==> config.mk <==
export PLATFORM = sky130hd
export DESIGN_NAME = phase_step_ctrl
export DESIGN_NICKNAME = d
export VERILOG_FILES = /design/src/rtl/phs_pkg.sv /design/src/rtl/phs_lat_timer.sv /design/src/rtl/phs_pos_acc.sv /design/src/rtl/phase_step_ctrl.sv
export SDC_FILE = /design/constraint.sdc
export NUM_CORES = 1
export LEC_CHECK = 0
export BUFFER_PORTS_ARGS = -buffer_cell sky130_fd_sc_hd__clkbuf_2
export CELL_PAD_IN_SITES_DETAIL_PLACEMENT = 1
export CELL_PAD_IN_SITES_GLOBAL_PLACEMENT = 2
export CORE_MARGIN = 2
export CORE_UTILIZATION = 34
export CTS_CLUSTER_SIZE = 20
export DETAILED_ROUTE_END_ITERATION = 8
export GPL_TIMING_DRIVEN = 0
export PLACE_DENSITY = 0.77
export SLEW_MARGIN = 25
export SYNTH_ARGS = -nofsm -noshare
export SYNTH_HDL_FRONTEND = slang
export SYNTH_SLANG_ARGS = --single-unit
==> constraint.sdc <==
create_clock -name clk -period 3.25 [get_ports clk]
set_input_delay 0.1625 -clock clk [delete_from_list [all_inputs] [get_ports clk]]
set_output_delay 0.1625 -clock clk [all_outputs]
set_load 0.02 [all_outputs]
==> src/rtl/phs_pkg.sv <==
package phs_pkg;

    typedef enum logic {
        ST_IDLE = 1'b0,
        ST_BUSY = 1'b1
    } phs_state_e;

    typedef struct packed {
        phs_state_e state;
        logic       dir_up;
        logic       done;
        logic       err;
    } phs_ctl_s;

endpackage

==> src/rtl/phs_lat_timer.sv <==
module phs_lat_timer #(
    parameter int LAT_MIN = 3,
    parameter int LAT_MAX = 10,
    parameter int LAT_W   = 4
) (
    input  logic             clk,
    input  logic             rst_n,
    input  logic             load_i,
    input  logic [LAT_W-1:0] lat_i,
    output logic             expire_o
);
    localparam logic [LAT_W-1:0] LO_V  = LAT_W'(LAT_MIN);
    localparam logic [LAT_W-1:0] HI_V  = LAT_W'(LAT_MAX);
    localparam logic [LAT_W-1:0] ONE_V = LAT_W'(1);

    logic [LAT_W-1:0] cnt_d, cnt_q;
    logic [LAT_W-1:0] lat_clamped;

    always_comb begin
        if (lat_i < LO_V)      lat_clamped = LO_V;
        else if (lat_i > HI_V) lat_clamped = HI_V;
        else                   lat_clamped = lat_i;

        cnt_d = cnt_q;
        if (load_i)                 cnt_d = lat_clamped;
        else if (cnt_q != '0)       cnt_d = cnt_q - ONE_V;
    end

    always_ff @(posedge clk or negedge rst_n) begin
        if (!rst_n) cnt_q <= '0;
        else        cnt_q <= cnt_d;
    end

    assign expire_o = (cnt_q == ONE_V);

endmodule

==> src/rtl/phs_pos_acc.sv <==
module phs_pos_acc #(
    parameter int INIT_POS = 0,
    parameter int POS_MAX  = 255,
    parameter int POS_MIN  = -255,
    parameter int POS_W    = 10
) (
    input  logic                    clk,
    input  logic                    rst_n,
    input  logic                    commit_i,
    input  logic                    up_i,
    output logic signed [POS_W-1:0] pos_o,
    output logic                    lim_o
);
    localparam logic signed [POS_W-1:0] HI_P   = POS_W'(POS_MAX);
    localparam logic signed [POS_W-1:0] LO_P   = POS_W'(POS_MIN);
    localparam logic signed [POS_W-1:0] INIT_P = POS_W'(INIT_POS);
    localparam logic signed [POS_W-1:0] UNIT_P = POS_W'(1);

    logic signed [POS_W-1:0] pos_d, pos_q;
    logic                    lim_d, lim_q;
    logic signed [POS_W-1:0] pos_next;

    always_comb begin
        pos_next = pos_q;
        if (up_i) begin
            if (pos_q < HI_P) pos_next = pos_q + UNIT_P;
        end else begin
            if (pos_q > LO_P) pos_next = pos_q - UNIT_P;
        end

        pos_d = pos_q;
        lim_d = lim_q;
        if (commit_i) begin
            pos_d = pos_next;
            lim_d = (pos_next == HI_P) || (pos_next == LO_P);
        end
    end

    always_ff @(posedge clk or negedge rst_n) begin
        if (!rst_n) begin
            pos_q <= INIT_P;
            lim_q <= 1'b0;
        end else begin
            pos_q <= pos_d;
            lim_q <= lim_d;
        end
    end

    assign pos_o = pos_q;
    assign lim_o = lim_q;

endmodule

==> src/rtl/phase_step_ctrl.sv <==
module phase_step_ctrl
    import phs_pkg::*;
#(
    parameter int INIT_POS = 0,
    parameter int POS_MAX  = 255,
    parameter int POS_MIN  = -255,
    parameter int POS_W    = 10,
    parameter int LAT_MIN  = 3,
    parameter int LAT_MAX  = 10,
    parameter int LAT_W    = 4
) (
    input  logic                    clk,
    input  logic                    rst_n,
    input  logic                    lock_i,
    input  logic                    step_en_i,
    input  logic                    step_up_i,
    input  logic [LAT_W-1:0]        lat_i,
    output logic signed [POS_W-1:0] pos_o,
    output logic                    done_o,
    output logic                    at_limit_o,
    output logic                    proto_err_o
);
    phs_ctl_s c_d, c_q;
    logic     accept;
    logic     commit;
    logic     expire;
    logic     busy;

    always_comb begin
        c_d      = c_q;
        c_d.done = 1'b0;
        accept   = 1'b0;
        commit   = 1'b0;
        case (c_q.state)
            ST_IDLE: begin
                if (step_en_i && lock_i) begin
                    accept     = 1'b1;
                    c_d.dir_up = step_up_i;
                    c_d.state  = ST_BUSY;
                end
            end
            ST_BUSY: begin
                if (step_en_i) c_d.err = 1'b1;
                if (expire) begin
                    commit    = 1'b1;
                    c_d.done  = 1'b1;
                    c_d.state = ST_IDLE;
                end
            end
            default: c_d.state = ST_IDLE;
        endcase
    end

    always_ff @(posedge clk or negedge rst_n) begin
        if (!rst_n) c_q <= '{state: ST_IDLE, dir_up: 1'b0, done: 1'b0, err: 1'b0};
        else        c_q <= c_d;
    end

    phs_lat_timer #(
        .LAT_MIN (LAT_MIN),
        .LAT_MAX (LAT_MAX),
        .LAT_W   (LAT_W)
    ) u_timer (
        .clk      (clk),
        .rst_n    (rst_n),
        .load_i   (accept),
        .lat_i    (lat_i),
        .expire_o (expire)
    );

    phs_pos_acc #(
        .INIT_POS (INIT_POS),
        .POS_MAX  (POS_MAX),
        .POS_MIN  (POS_MIN),
        .POS_W    (POS_W)
    ) u_acc (
        .clk      (clk),
        .rst_n    (rst_n),
        .commit_i (commit),
        .up_i     (c_q.dir_up),
        .pos_o    (pos_o),
        .lim_o    (at_limit_o)
    );

    assign busy        = (c_q.state == ST_BUSY);
    assign done_o      = c_q.done;
    assign proto_err_o = c_q.err;

endmodule

* Word level (Yosys, flattened, before mapping)
Cells that the tools add are included.
** Operators by class
- Order comparisons :: 4
- Add/subtract/negate cells :: 3
- Equality and inequality tests :: 3
- Muxes and demuxes :: 16
- Bitwise logic cells :: 1
- Reductions and logical operators :: 6
** Operators with widths (number)
- 10-bit two-way mux :: 3
- 10-bit by 9-bit equality test with 1-bit output (second input constant) :: 2
- 4-bit two-way mux :: 4
- 10-bit by 2-bit adder with 10-bit output (second input constant) :: 1
- 10-bit by 9-bit > comparator with 1-bit output (second input constant) :: 1
- 10-bit by 9-bit less-than comparator with 1-bit output (second input constant) :: 1
- 10-bit by 2-bit subtractor with 10-bit output (second input constant) :: 1
- 1-bit two-way mux :: 6
- 4-bit by 1-bit equality test with 1-bit output (second input constant) :: 1
- 4-bit > comparator (second input constant) :: 1
- 4-bit by 2-bit less-than comparator with 1-bit output (second input constant) :: 1
- 2-bit two-way mux :: 2
- 2-bit AND reduction :: 2
- 4-bit nonzero test :: 1
- 4-bit by 1-bit subtractor with 4-bit output (second input constant) :: 1
- 1-bit one-hot mux with 2 select lines :: 1
- 2-bit nonzero test :: 1
- 1-bit logical AND :: 1
- 1-bit logical OR :: 1
- 1-bit inverter :: 1
** Storage, ports and cells
- Input port bits :: 9
- Flip-flop bits (word level) :: 19
- Word-level logic and storage cells :: 40
- Output and inout bits :: 13

* Depth between registers and ports, before layout
Gate-level depths: netlist (run 1).
- Depth after elaboration :: 5
- Depth in mapped cells :: 10
- Mapped depth without buffers :: 10

* By module
Synthesis (run 1) repeated with hierarchy kept, for this count alone.
** Second synthesis, totals
- Cell total of the unflattened synthesis :: 171
- Area total of the unflattened synthesis :: 1660.3 um^2
** By module, submodules not included
- phs_pos_acc :: sequential area each 275.3 um^2, times used 1, area each 1189.9 um^2, cells each 129
- phs_lat_timer :: sequential area each 100.1 um^2, times used 1, area each 306.5 um^2, cells each 31
- phase_step_ctrl :: sequential area each 100.1 um^2, times used 1, area each 163.9 um^2, cells each 11

* Worst setup path after synthesis (run 1)
Ideal clock, no wire load.
- Path kind :: register -> register
- From :: register u_acc.pos_q[3], in the netlist u_acc.pos_o[3]
- To :: register u_acc.lim_q, in the netlist u_acc.lim_o
- Data arrival time :: 2.781 ns
- Stages on the path, launching flop included :: 10
- Clock period less this slack :: 2.873 ns
- Buffers on the path :: 1
- Setup time :: 0.092 ns
- Slack :: 0.377 ns
- Required time :: 3.158 ns
- Path through :: dfrtp_1 or4_1 buf_2 o41ai_4 nand2_1 a22oi_1 xor2_1 or4_1 o31a_1 o31ai_2
** On the way
- Cells in the longest elaborated chain, start to end :: 5
- Elaborated cells on any way between the ends :: 10
- Those cells by class :: add/sub (2); order compare (2); eq/ne (2); mux (3); reduce/logical (1)
** Ends and longest elaborated chain
- start, declared :: RTL line phs_pos_acc.sv:19 : logic signed [POS_W-1:0] pos_d, pos_q;
- start signal, assigned :: RTL line phs_pos_acc.sv:44 : pos_q <= pos_d;
- 10-bit by 2-bit subtractor with 10-bit output, or another cell as far along :: RTL line phs_pos_acc.sv:28 : if (pos_q > LO_P) pos_next = pos_q - UNIT_P;
- 10-bit two-way mux (on tied branches) :: RTL line phs_pos_acc.sv:28, phs_pos_acc.sv:26
- 10-bit two-way mux (*) :: RTL line phs_pos_acc.sv:25 : if (up_i) begin
- 10-bit by 9-bit equality test with 1-bit output :: RTL line phs_pos_acc.sv:35 : lim_d = (pos_next == HI_P) || (pos_next == LO_P);
- 1-bit logical OR (*) :: RTL line phs_pos_acc.sv:35
- end signal, assigned :: RTL line phs_pos_acc.sv:45 : lim_q <= lim_d;
- end, declared :: RTL line phs_pos_acc.sv:20 : logic lim_d, lim_q;
Every way passes the cells marked *; elsewhere a longest branch is shown, timed or not.
A chain may end at the register's enable or synchronous reset.

* Worst setup path in the final report (run 1)
- From :: register u_acc.pos_q[5], in the netlist u_acc.pos_o[5]
- To :: register u_acc.lim_q, in the netlist u_acc.lim_o
The elaborated chain is that of the path after synthesis.

==> results of run 1 <==
## flip-flops by register name, summed over array words and instances (netlist names)
register and count:
busy 1, u_timer.cnt_q 4, u_acc.pos_o 10, u_acc.lim_o 1, proto_err_o 1, c_q 1
done_o 1
## cells in the mapped netlist (all sizes together)
master	n	area share, %
xnor2	9	5.4
ha	6	5.1
nor3	5	1.7
o21ai	8	2.7
a211oi	1	0.51
and3	2	0.85
a221oi	3	2.2
dfrtp	19	32
a41o	1	0.68
o211a	1	0.68
a21oi	12	4.1
nor4	1	0.43
nand4	2	0.85
nand3	6	2.0
a32oi	2	1.7
a22oi	2	1.0
o311a	1	0.68
a311oi	2	1.2
nand2	14	3.6
or4	4	2.0
buf	4	1.3
a31o	1	0.60
nor4b	1	0.60
nor2	14	3.6
nand2b	4	1.7
o31ai	2	2.3
o221ai	1	0.60
and4	2	1.2
nor2b	1	0.43
a31oi	2	0.85
inv	11	2.8
o21a	2	1.0
xor2	5	3.0
a21o	2	1.0
o41ai	1	1.9
a2111o	1	0.77
and2	1	0.43
nand3b	2	1.0
o31a	1	0.60
or3	5	2.1
mux2	1	0.77
clkbuf	6	1.5
## cells by family after synthesis
logic type      share of synthesized area (%)
compound gates                           25.1
fa+ha+maj                                5.11
mux                                     0.767
buf+inv                                  5.63
flops                                    32.4
simple gates                             22.6
xor+xnor                                 8.35
## what timing repair did
item	4_1_cts	5_1_grt
gates resized for setup	1	4
setup buffers	0	2
endpoints found under the setup margin	1	1
hold buffers	1	0
pin swaps	0	1
hold endpoints to repair	19	0
## power by group
part	internal [mW]	switching [mW]	leakage, nW
logic	0.404	0.705	0.485
registers	0.336	0.102	0.231
clock network	0.0853	0.0803	0.0255
## area by class of cell
class | instances | area share, %
tap | 50 | 3.60
timing repair buffer | 24 | 7.49
multi-input combinational | 131 | 54.0
buffer | 10 | 2.38
clock buffer | 3 | 2.38
sequential | 19 | 27.5
clock inverter | 1 | 0.288
inverter | 11 | 2.38
## layout by cell type, fill, tap and decap left out, drive strengths merged, types with 3 or more instances in the layout
cell type	n
or3	5
xor2	5
inv	11
a221oi	3
nand2b	4
xnor2	9
nand3	6
or4	4
buf	6
nor2	14
o21ai	8
nor3	5
clkbuf	30
dfrtp	19
nand2	14
ha	6
a21oi	12
## worst min-delay path by stage
stage               startpoint          endpoint  slack, ns
finish               step_en_i       proto_err_o       0.15
global route         step_up_i            c_q[2]       0.14
CTS                  step_up_i            c_q[2]       0.14
detailed placement       rst_n  u_timer.cnt_q[1]       0.15
global placement         rst_n  u_timer.cnt_q[2]       0.14
floorplan                rst_n              busy      -0.13
## per-layer routing
metal,up-vias,track usage (%)
met5,-,0
met4,0,2.78
met3,4,3.78
met2,24,31.4
met1,716,25.0
li1,679,-
## worst register-to-register path, stage by stage (launching register included)
cell	delay [ns]
sky130_fd_sc_hd__dfrtp_1	0.46
sky130_fd_sc_hd__or4_1	0.51
sky130_fd_sc_hd__buf_2	0.21
sky130_fd_sc_hd__o41ai_4	0.32
sky130_fd_sc_hd__buf_4	0.19
sky130_fd_sc_hd__a21oi_1	0.08
sky130_fd_sc_hd__o211a_1	0.27
sky130_fd_sc_hd__or4_1	0.51
sky130_fd_sc_hd__o31a_1	0.28
sky130_fd_sc_hd__o31ai_2	0.22
==> run summary, run 1 <==
The total number of clock tree sinks is 19. The maximum number of pins on one net before global-route repair came out at 20. The routed length on met3 came out at 137 um. The analysis attributes to cell leakage a power of 0.742 nW. VDD sags by at most 0.408 mV. Following the worst setup path forward leads to its endpoint at u_acc.lim_o. The library cell used as clock root buffer is sky130_fd_sc_hd__clkbuf_8. For the worst setup path, the data arrival time is between 3 and 4 ns. In this run the power density over the cells is a little under 1000 nW/um^2.

The worst setup path is launched from a flop. No sink is reached through more buffers than the 2 on the longest clock path. The unique cell type count in the Yosys netlist came out at between 40 and 50. After synthesis the cells add up to 1470 um^2. The number of max-slew violations in the final report is 0. The worst path required time came out at between 3 and 4 ns. The critical path depth in cells came out at 9. Clock tree synthesis inserted a total of 3 buffers. Port buffering added 21 buffers. In the final layout, flip-flops and latches occupy 478 um^2. Dividing the detail-routed via count by the number of cells gives 5.71. The total area inside the core boundary comes to roughly 4100 um^2. The post-synthesis area per instance is 8.58 um^2.

The met1 routed wirelength after detailed routing came out at slightly above 2000 um. The signal on the critical path passes through or4_1, buf_2, o41ai_4, buf_4, a21oi_1, o211a_1, or4_1, o31a_1, o31ai_2. The number of antenna violations at the first check in global routing is 0. The post-placement worst setup slack is about 0.018 ns. The worst hold path belongs to the class input pin to flop. The hold path depth came out at 2. The startpoint identified for the worst register-to-register timing path is u_acc.pos_o[5]. The number of flip-flops and latches in the synthesized netlist came out at 19.

The routed length on met2 is 2060 um. When the netlist entered floorplanning its net count stood at 186. The violation count after the first detailed-routing iteration is 44. The effective utilization at floorplan is 35.9%. The highest fanout seen on the critical path is 7. After detailed routing, no signal wire sits above met4. After clock tree synthesis, the clock-pin slew on the worst setup and hold paths is 0.07 ns. The transition time at the pin with the least slew margin is 0.673 ns. Global routing finished with a remaining overflow of 0. The final routed DRC violation total came out at 0. After detailed routing, the average wire length per cell comes to 17.2 um. The vertical extent of the die is 69.7 um. The total power came out at ~1.7 mW. In this run the count of I/O pins placed on the die edge is 22.

On the worst path, the slowest cell contributes a delay of 0.51 ns. Across all setup checks in the final design, the least slack found is 0.113 ns. The count of H-tree levels built during CTS is 1. The number of cells on the worst reg-to-reg path is 9. The portion of the clock cycle consumed by the worst path in the final layout is a little over nine tenths. The launch point of the critical path is u_acc.pos_o[5].

The first global-routing pass estimated around 7300 um of wire. For this run, the share of the core covered by cells in the final layout is 42.5%. The run finished with clean final reports. The accumulated negative setup slack came out at 0 ns. The via count of the first global-routing pass is 1469. The worst setup path is captured at a flop. The initialized floorplan defines 23 standard-cell rows.

The final wirelength is 4280 um. The category of cells accounting for the largest share of critical-path delay is compound AO/OA/AOI/OAI gates. The count of mapped cells out of synthesis came out at 171. The final hold slack is 0.145 ns.

Based on the critical path, the design can be clocked at up to about 320 MHz. The number of warnings issued by yosys is 0. The cell total after placement is 242. The max-capacitance violation count is 0.

For this design, the slowest cell found on the critical path is sky130_fd_sc_hd__or4_1. The total iterations of the first detailed-routing run is 4. The floorplan step defined a die boundary enclosing about 5000 um^2. The setup-violating endpoint count in the final report is 0. The kind of critical path is flop to flop. The finished cells cover 1740 um^2. The most numerous cell type found on the critical path is sky130_fd_sc_hd__or4_1. The final layout contains 215 nets. The slack of the worst reg-to-reg path came out at around 0.11 ns.

The area growth from synthesis to layout is 18.3%. The final hold violation count came out at 0. The finished layout holds roughly 250 standard cells, fillers aside. The count of inserted antenna diode cells came out at 0. The area of the multi-input gates came out at roughly 940 um^2. The placed instance area is roughly 1600 um^2.

The HPWL after detailed placement came out at between 3000 and 4000 um. The number of routed nets with antenna violations is 0. The filler cells instantiated in the layout total 504.

The worst setup skew after layout is 0.00365 ns. In the global route stage, overall resource usage came out at 18.6%. The worst pin sits at a relative slew slack of 55.2%. The destination of the worst register-to-register timing path is u_acc.lim_o.

At the end of routability-driven placement, the weighted congestion stood at 0.834. In this run the horizontal extent of the chip is 69.7 um. TritonCTS built the clock tree. The share of the yosys chip area belonging to registers is 32.4%. The routed design could run at a clock period as short as 3.14 ns. The buffer and inverter count on the worst path came out at 2.

The proportion of layout cells with a drive suffix above 1 is 20.6%. The insertion delay to the later sink of the worst-skew pair is 0.26 ns. The number of vias after detailed routing came out at about 1400.
Note: power is estimated with default switching activity, not from simulation.
==> run 2, diff against run 1 <==
--- a/config.mk
+++ b/config.mk
@@ -10,6 +10,7 @@
 export CELL_PAD_IN_SITES_GLOBAL_PLACEMENT = 2
 export CORE_MARGIN = 2
 export CORE_UTILIZATION = 34
+export CTS_BUF_LIST = sky130_fd_sc_hd__clkbuf_8 sky130_fd_sc_hd__clkbuf_16
 export CTS_CLUSTER_SIZE = 20
 export DETAILED_ROUTE_END_ITERATION = 8
 export GPL_TIMING_DRIVEN = 0
==> constraint.sdc (replaced) <==
create_clock -name clk -period 3.6 [get_ports clk]
set_input_delay 0.18 -clock clk [delete_from_list [all_inputs] [get_ports clk]]
set_output_delay 0.18 -clock clk [all_outputs]
set_load 0.02 [all_outputs]
==> run summary, run 2 (synthesis gave the netlist of run 1 again) <==
The via count of the first global-routing pass came to 1468 (-0.068%). The total iterations of the first detailed-routing run is 4 (unchanged). The sum of overflow across all layers after global routing was 0 (unchanged). The area of the multi-input gates came out at 910 um^2 (-2.9%).

The insertion delay to the later sink of the worst-skew pair came out at 0.26 ns (about the same). The cell internal power dissipation came out at 719 uW (-13%). The startpoint identified for the worst hold timing path is step_en_i. The number of flip-flops under the largest register name is 10 (unchanged). The leakage power total is 0.734 nW (-1.1%).

The areal power density over the cells came to 889 nW/um^2 (-9.8%). The worst register-to-register path ends at u_acc.lim_o. The startpoint identified for the worst register-to-register timing path is u_acc.pos_o[5]. The final wirelength is 4260 um (-0.42%). The proportion of layout cells with a drive suffix above 1 was 18.3% (-2.3 points). The count of H-tree levels built during CTS is 1 (unchanged). The violation count after the first detailed-routing iteration is 48 (+9.1%).

The number of post-CTS setup repair buffers is 0 (unchanged). The library cell used as clock root buffer is sky130_fd_sc_hd__clkbuf_8. The proportion of power drawn by flip-flops and latches is 26.2% (+0.6 points). The vertical extent of the die was 69.7 um (unchanged).

The transition time at the pin with the least slew margin is 0.621 ns (-0.0512 ns). The hold path depth is 2 (unchanged). The worst hold-check path type is input pin to flop.

The most common cell after layout, fill and taps aside is sky130_fd_sc_hd__clkbuf_2. The number of placement rows is 23 (unchanged). The effective utilization at floorplan is 35.9% (unchanged). The total net switching power is 786 uW (-11%). The switching part of the total power was 52.2% (+0.40 points). The maximum number of pins on one net before global-route repair is 20 (unchanged). The last weighted congestion value of the routability-driven placer came out at 0.834 (unchanged).

In the layout the commonest cells are sky130_fd_sc_hd__clkbuf_2 (21), sky130_fd_sc_hd__dfrtp_1 (19), sky130_fd_sc_hd__nor2_1 (14), sky130_fd_sc_hd__nand2_1 (14), sky130_fd_sc_hd__a21oi_1 (12). The normalized max-slew margin is 58.6% (+3.4 points). The worst hold path endpoint is proto_err_o. The final hold violation count came to 0 (unchanged). The number of antenna violations at the first check in global routing is 0 (unchanged).

The number of cells in the finished layout apart from fillers came out at 247 (-0.80%). The accumulated negative setup slack was 0 ns (unchanged). The final routed DRC violation total is 0 (unchanged).

The number of cells traversed by the worst register-to-register path came to 9 (unchanged). The maximum clock frequency is 307 MHz (-3.8%). The average detailed-routed wire length per instance came out at 17.3 um (+0.39%). The number of input and output port buffers inserted is 21 (unchanged). The core utilization of the finished layout is 41.4% (-1.1 points). Setup repair after global routing left no endpoint under its margin. The number of buffers created by CTS is 3 (unchanged). The wire length of the first global-routing pass is 7270 um (-0.29%). The maximum root-to-sink buffer count is 2 (unchanged).

By startpoint and endpoint, the worst setup path is classified as flop to flop. The worst path required time was 3.77 ns (+0.35 ns). The part of the total power dissipated in combinational logic came out at 63.9% (-0.9 points). The cell total after placement is 242 (unchanged). The minimum clock period came to 3.26 ns (+0.124 ns).

The clock share of power came out at 9.9% (+0.2 points). The highest fanout seen on the critical path is 7 (unchanged). The register area is 475 um^2 (-0.52%). The count of inserted antenna diode cells came out at 0 (unchanged). The slack of the worst reg-to-reg path is 0.34 ns (+0.23 ns). The number of fill cells in the layout is 502 (-0.40%). The max-capacitance violation count came out at 0 (unchanged).

The worst setup skew after layout is 0.00315 ns (-0.000495 ns). The HPWL after detailed placement came out at 3340 um (unchanged). The detailed-route vias per instance is 5.72 (about the same).

The data arrival time of the critical path was 3.43 ns (+0.12 ns). The portion of the clock cycle consumed by the worst path in the final layout is 90.6% (-5.9 points). The area enclosed by the die boundary came out at 4860 um^2 (unchanged). The area growth from synthesis to layout is 15.3%.

The largest voltage drop on the vdd net is 0.364 mV (-11%). The number of max-slew violations in the final report was 0 (unchanged). The number of routed nets with antenna violations was 0 (unchanged). The flow ran to the end, and the final reports show no timing, DRC or antenna violations. The number of I/O pins is 22 (unchanged). The horizontal die dimension is 69.7 um (unchanged). The number of nets in the final layout came out at 213 (-0.93%). STA classifies the critical path endpoint as a flop. The core area was 4090 um^2 (unchanged). The setup-violating endpoint count in the final report is 0 (unchanged). The number of vias after detailed routing is 1412 (-0.77%). The worst setup path is launched from a flop. The global routing usage summed across all routing layers came out at 18.6% (-0.030 points). The total number of clock tree sinks came out at 19 (unchanged). The clock-pin slew on the worst setup and hold paths came out at 0.07 ns (about the same).

TritonCTS built the clock tree.
-- run 2: what timing repair did --
item	4_1_cts	5_1_grt
hold buffers	1	0
hold endpoints to repair	19	0
resized for setup	0	0
-- run 2: area by class of cell --
type,count,area share [%]
sequential,19,28.1
timing repair buffer,22,6.80
tap,50,3.70
buffer,10,2.44
multi-input combinational,131,53.8
inverter,11,2.44
clock buffer,3,2.44
clock inverter,1,0.296
-- run 2: worst max-delay path by stage --
| stage | slack (ns) | to | depth (start not counted) | from |
|---|---|---|---|---|
| detailed placement | 0.37 | u_acc.lim_o | 9 | u_acc.pos_o[5] |
| floorplan | 0.73 | u_acc.lim_o | 9 | u_acc.pos_o[3] |
| finish | 0.34 | u_acc.lim_o | 9 | u_acc.pos_o[5] |
| global placement | 0.43 | u_acc.lim_o | 9 | u_acc.pos_o[2] |
| global route | 0.16 | u_acc.lim_o | 9 | u_acc.pos_o[5] |
| CTS | 0.34 | u_acc.lim_o | 9 | u_acc.pos_o[5] |
-- run 2: metrics by stage --
step | hold slack, ns | total power [mW] | setup WS, ns | instance area, um^2
floorplan | -0.116 | 1.08 | 0.727 | 1470
finish | 0.164 | 1.50 | 0.339 | 1690
CTS | 0.161 | 1.51 | 0.340 | 1690
detailed placement | 0.172 | 1.36 | 0.368 | 1640
global route | 0.157 | 1.65 | 0.162 | 1690
global placement | 0.155 | 1.31 | 0.427 | 1640
-- run 2: metal layers --
metal | share of wire [%] | vias to the layer above | track usage (%)
met1 | 47 | 710 | 25.0
li1 | - | 672 | -
met2 | 48 | 26 | 31.4
met5 | 0 | - | 0
met4 | 0.75 | 0 | 2.78
met3 | 3.8 | 4 | 3.78
-- run 2: worst max-delay path, stage by stage, from the launching register on --
cell	delay (ns)
sky130_fd_sc_hd__dfrtp_1	0.46
sky130_fd_sc_hd__or4_1	0.51
sky130_fd_sc_hd__buf_2	0.21
sky130_fd_sc_hd__o41ai_4	0.46
sky130_fd_sc_hd__nand2_1	0.18
sky130_fd_sc_hd__a22oi_1	0.40
sky130_fd_sc_hd__xor2_1	0.11
sky130_fd_sc_hd__or4_1	0.48
sky130_fd_sc_hd__o31a_1	0.14
sky130_fd_sc_hd__o31ai_2	0.22
-- run 2: power groups by stage --
stage                     Clock (mW)  Sequential (mW)  Combinational (mW)
final                          0.150            0.394               0.961
after global routing           0.167            0.412                1.07
after CTS                      0.155            0.394               0.964
after detailed placement           0            0.398               0.957
after global placement             0            0.392               0.922
after floorplan                    0            0.437               0.640
==> run 3, diff against run 2 <==
--- a/config.mk
+++ b/config.mk
@@ -8,6 +8,7 @@
 export BUFFER_PORTS_ARGS = -buffer_cell sky130_fd_sc_hd__clkbuf_2
 export CELL_PAD_IN_SITES_DETAIL_PLACEMENT = 1
 export CELL_PAD_IN_SITES_GLOBAL_PLACEMENT = 2
+export CORE_ASPECT_RATIO = 0.7
 export CORE_MARGIN = 2
 export CORE_UTILIZATION = 34
 export CTS_BUF_LIST = sky130_fd_sc_hd__clkbuf_8 sky130_fd_sc_hd__clkbuf_16
==> run summary, run 3 (synthesis gave the netlist of run 1 again) <==
The last weighted congestion value of the routability-driven placer is 0.893 (+7.1%). The insertion delay to the later sink of the worst-skew pair came out at 0.26 ns (about the same). The highest cell delay on the worst timing path is 0.55 ns (+0.04 ns). The maximum clock frequency came to 307 MHz (about the same). The cell total after placement is 244 (+0.83%).

The vertical extent of the die is 59.0 um (-15%). The global routing usage summed across all routing layers came to 21.2% (+2.6 points). The number of nets in the final layout came out at 213 (unchanged). Walking the worst path, the cells encountered are or4_1, buf_2, o41ai_4, nand2_1, a221oi_2, o221ai_1, or4_1, o31a_1, o31ai_2. The count of H-tree levels built during CTS was 1 (unchanged). The number of routed nets with antenna violations came out at 0 (unchanged).

The max-capacitance violation count is 0 (unchanged). The count of inserted antenna diode cells is 0 (unchanged). The number of placement rows came out at 19 (-17%). The number of buffers created by CTS came out at 3 (unchanged). The final routed DRC violation total came to 0 (unchanged). The number of gates given a new drive strength after cts was 0 (unchanged). TritonCTS built the clock tree.

The HPWL after detailed placement came out at 3460 um (+3.5%). The number of cells traversed by the worst register-to-register path came out at 9 (unchanged). The core area was 4040 um^2 (-1.1%). The clock-pin slew on the worst setup and hold paths came out at 0.06 ns (about the same). STA classifies the critical path startpoint as a flop. The total power came to 1.52 mW (+0.94%).

The slack of the worst reg-to-reg path came to 0.34 ns (about the same). The area growth from synthesis to layout is 15.3% (about the same). In the layout the commonest cells are sky130_fd_sc_hd__clkbuf_2 (21), sky130_fd_sc_hd__dfrtp_1 (19), sky130_fd_sc_hd__nor2_1 (14), sky130_fd_sc_hd__nand2_1 (14), sky130_fd_sc_hd__a21oi_1 (12).

The category of cells accounting for the largest share of critical-path delay is compound AO/OA/AOI/OAI gates. The transition time at the pin with the least slew margin came to 0.641 ns (+0.0202 ns). The minimum clock period is 3.26 ns (-0.00116 ns). The number of antenna violations at the first check in global routing is 0 (unchanged). The hold path depth came out at 2 (unchanged). The area enclosed by the die boundary came to 4870 um^2 (+0.17%).

The setup-violating endpoint count in the final report is 0 (unchanged). The worst path required time came out at 3.76 ns (about the same). Clock tree synthesis selected as its root buffer the cell sky130_fd_sc_hd__clkbuf_8. The final hold slack came to 0.158 ns (-0.00586 ns). The buffer and inverter count on the worst path came out at 1 (unchanged). The core utilization of the finished layout came to 41.9% (+0.49 points). The proportion of layout cells with a drive suffix above 1 is 17.8% (-0.51 points). The maximum number of pins on one net before global-route repair came out at 20 (unchanged).

The critical path is of the flop to flop type. The most frequent cell on the critical path is sky130_fd_sc_hd__or4_1. The endpoint identified for the worst register-to-register timing path is u_acc.lim_o. The run finished with clean final reports.

The wire length of the first global-routing pass is 7690 um (+5.8%). The normalized max-slew margin is 57.2% (-1.3 points). The met1 layer usage reported by global route came out at 33.1% (+8.2 points). The number of vias after detailed routing is 1372 (-2.8%). The number of max-slew violations in the final report was 0 (unchanged). The hold path startpoint is step_en_i. The sum of overflow across all layers after global routing was 0 (unchanged). The final hold violation count came out at 0 (unchanged).

The library cell used most frequently in the layout, excluding fill and tap cells, is sky130_fd_sc_hd__clkbuf_2. The tightest min-delay check is of the input pin to flop type. The maximum root-to-sink buffer count is 2 (unchanged). The detailed-route vias per instance is 5.51 (-3.6%). The via count of the first global-routing pass is 1507 (+2.7%). The worst setup skew after layout is 0.00963 ns (+0.00648 ns). The number of fill cells in the layout is 508 (+1.2%). The largest voltage drop on the vdd net is 0.357 mV (-1.8%). The data arrival time of the critical path is 3.42 ns (about the same).

The effective utilization at floorplan came out at 36.3% (+0.40 points). The average detailed-routed wire length per instance is 17.6 um (+1.7%). The startpoint identified for the worst register-to-register timing path is u_acc.pos_o[3]. The violation count after the first detailed-routing iteration is 53 (+10%).

The placed instance area is 1640 um^2 (+0.15%). The total number of clock tree sinks came out at 19 (unchanged). The horizontal die dimension was 82.5 um (+18%).

The met2 usage in global routing came out at 30.5% (-0.88 points). The total iterations of the first detailed-routing run is 4 (unchanged). The path with the worst hold slack has its endpoint at proto_err_o.

The routing layer with the top usage in global route is met1. The post-placement worst setup slack came to 0.398 ns (+0.0303 ns). The number of I/O pins came out at 22 (unchanged). The number of cells in the finished layout apart from fillers was 249 (+0.81%). The critical path depth in cells came to 9 (unchanged).

The highest fanout seen on the critical path came out at 7 (unchanged). Setup repair after global routing left no endpoint under its margin. The portion of the clock cycle consumed by the worst path in the final layout is 90.5% (about the same). Among all stages on the critical path, the largest delay is contributed by sky130_fd_sc_hd__or4_1. The number of post-CTS setup repair buffers is 0 (unchanged). The global routing met3 resource utilization is 3.96% (+0.18 points).

The accumulated negative setup slack came out at 0 ns (unchanged). The final worst setup slack came out at 0.341 ns (+0.00117 ns). The leakage power total came out at 0.736 nW (+0.19%). The number of flip-flops under the largest register name was 10 (unchanged).

The worst setup path is captured at a flop. The areal power density over the cells came to 897 nW/um^2 (+0.86%). The final cell area excluding filler cells came out at 1690 um^2 (about the same).

The number of input and output port buffers inserted was 21 (unchanged). The final wirelength came out at 4370 um (+2.5%).
## run 3: cell count changes in the layout (fill, tap and decap cells not counted)
cell,previous run,this run
sky130_fd_sc_hd__clkinv_2,1,0
sky130_fd_sc_hd__inv_1,10,11
## run 3: worst reg2reg max path, stage by stage, from the launching register on
cell                       delay [ns]
sky130_fd_sc_hd__dfrtp_1         0.42
sky130_fd_sc_hd__or4_1           0.55
sky130_fd_sc_hd__buf_2           0.20
sky130_fd_sc_hd__o41ai_4         0.43
sky130_fd_sc_hd__nand2_1         0.19
sky130_fd_sc_hd__a221oi_2        0.43
sky130_fd_sc_hd__o221ai_1        0.18
sky130_fd_sc_hd__or4_1           0.42
sky130_fd_sc_hd__o31a_1          0.13
sky130_fd_sc_hd__o31ai_2         0.22
## run 3: layout make-up
| cell class | instances | area (um^2) | area share (%) |
|---|---|---|---|
| buffer | 10 | 41.3 | 2.44 |
| clock buffer | 3 | 41.3 | 2.44 |
| clock inverter | 1 | 3.75 | 0.222 |
| inverter | 11 | 41.3 | 2.44 |
| multi-input combinational | 131 | 910 | 53.7 |
| sequential | 19 | 475 | 28.1 |
| tap | 52 | 65.1 | 3.84 |
| timing repair buffer | 22 | 115 | 6.80 |
## run 3: worst max-delay path by stage
stage | startpoint | end | slack (ns)
floorplan | u_acc.pos_o[3] | u_acc.lim_o | 0.73
global placement | u_acc.pos_o[3] | u_acc.lim_o | 0.39
detailed placement | u_acc.pos_o[3] | u_acc.lim_o | 0.40
CTS | u_acc.pos_o[3] | u_acc.lim_o | 0.35
global route | u_acc.pos_o[5] | u_acc.lim_o | 0.14
finish | u_acc.pos_o[3] | u_acc.lim_o | 0.34
## run 3: metal layers
| layer | vias to the layer above | routed length [um] | part of all wire, % |
|---|---|---|---|
| met5 | - | 0 | 0 |
| met2 | 20 | 1870 | 43 |
| met3 | 4 | 124 | 2.8 |
| met1 | 671 | 2360 | 54 |
| li1 | 677 | - | - |
| met4 | 0 | 19 | 0.43 |
## run 3: power breakdown
group          internal, mW  switching [mW]  leakage [nW]
logic                 0.341           0.630         0.475
clock network        0.0758          0.0699        0.0269
registers             0.301           0.102         0.234
## run 3: repair_timing
action / in CTS / in global routing
hold endpoints to repair: 19 / 0
setup endpoints to repair: 0 / 0
hold buffers: 1 / 0
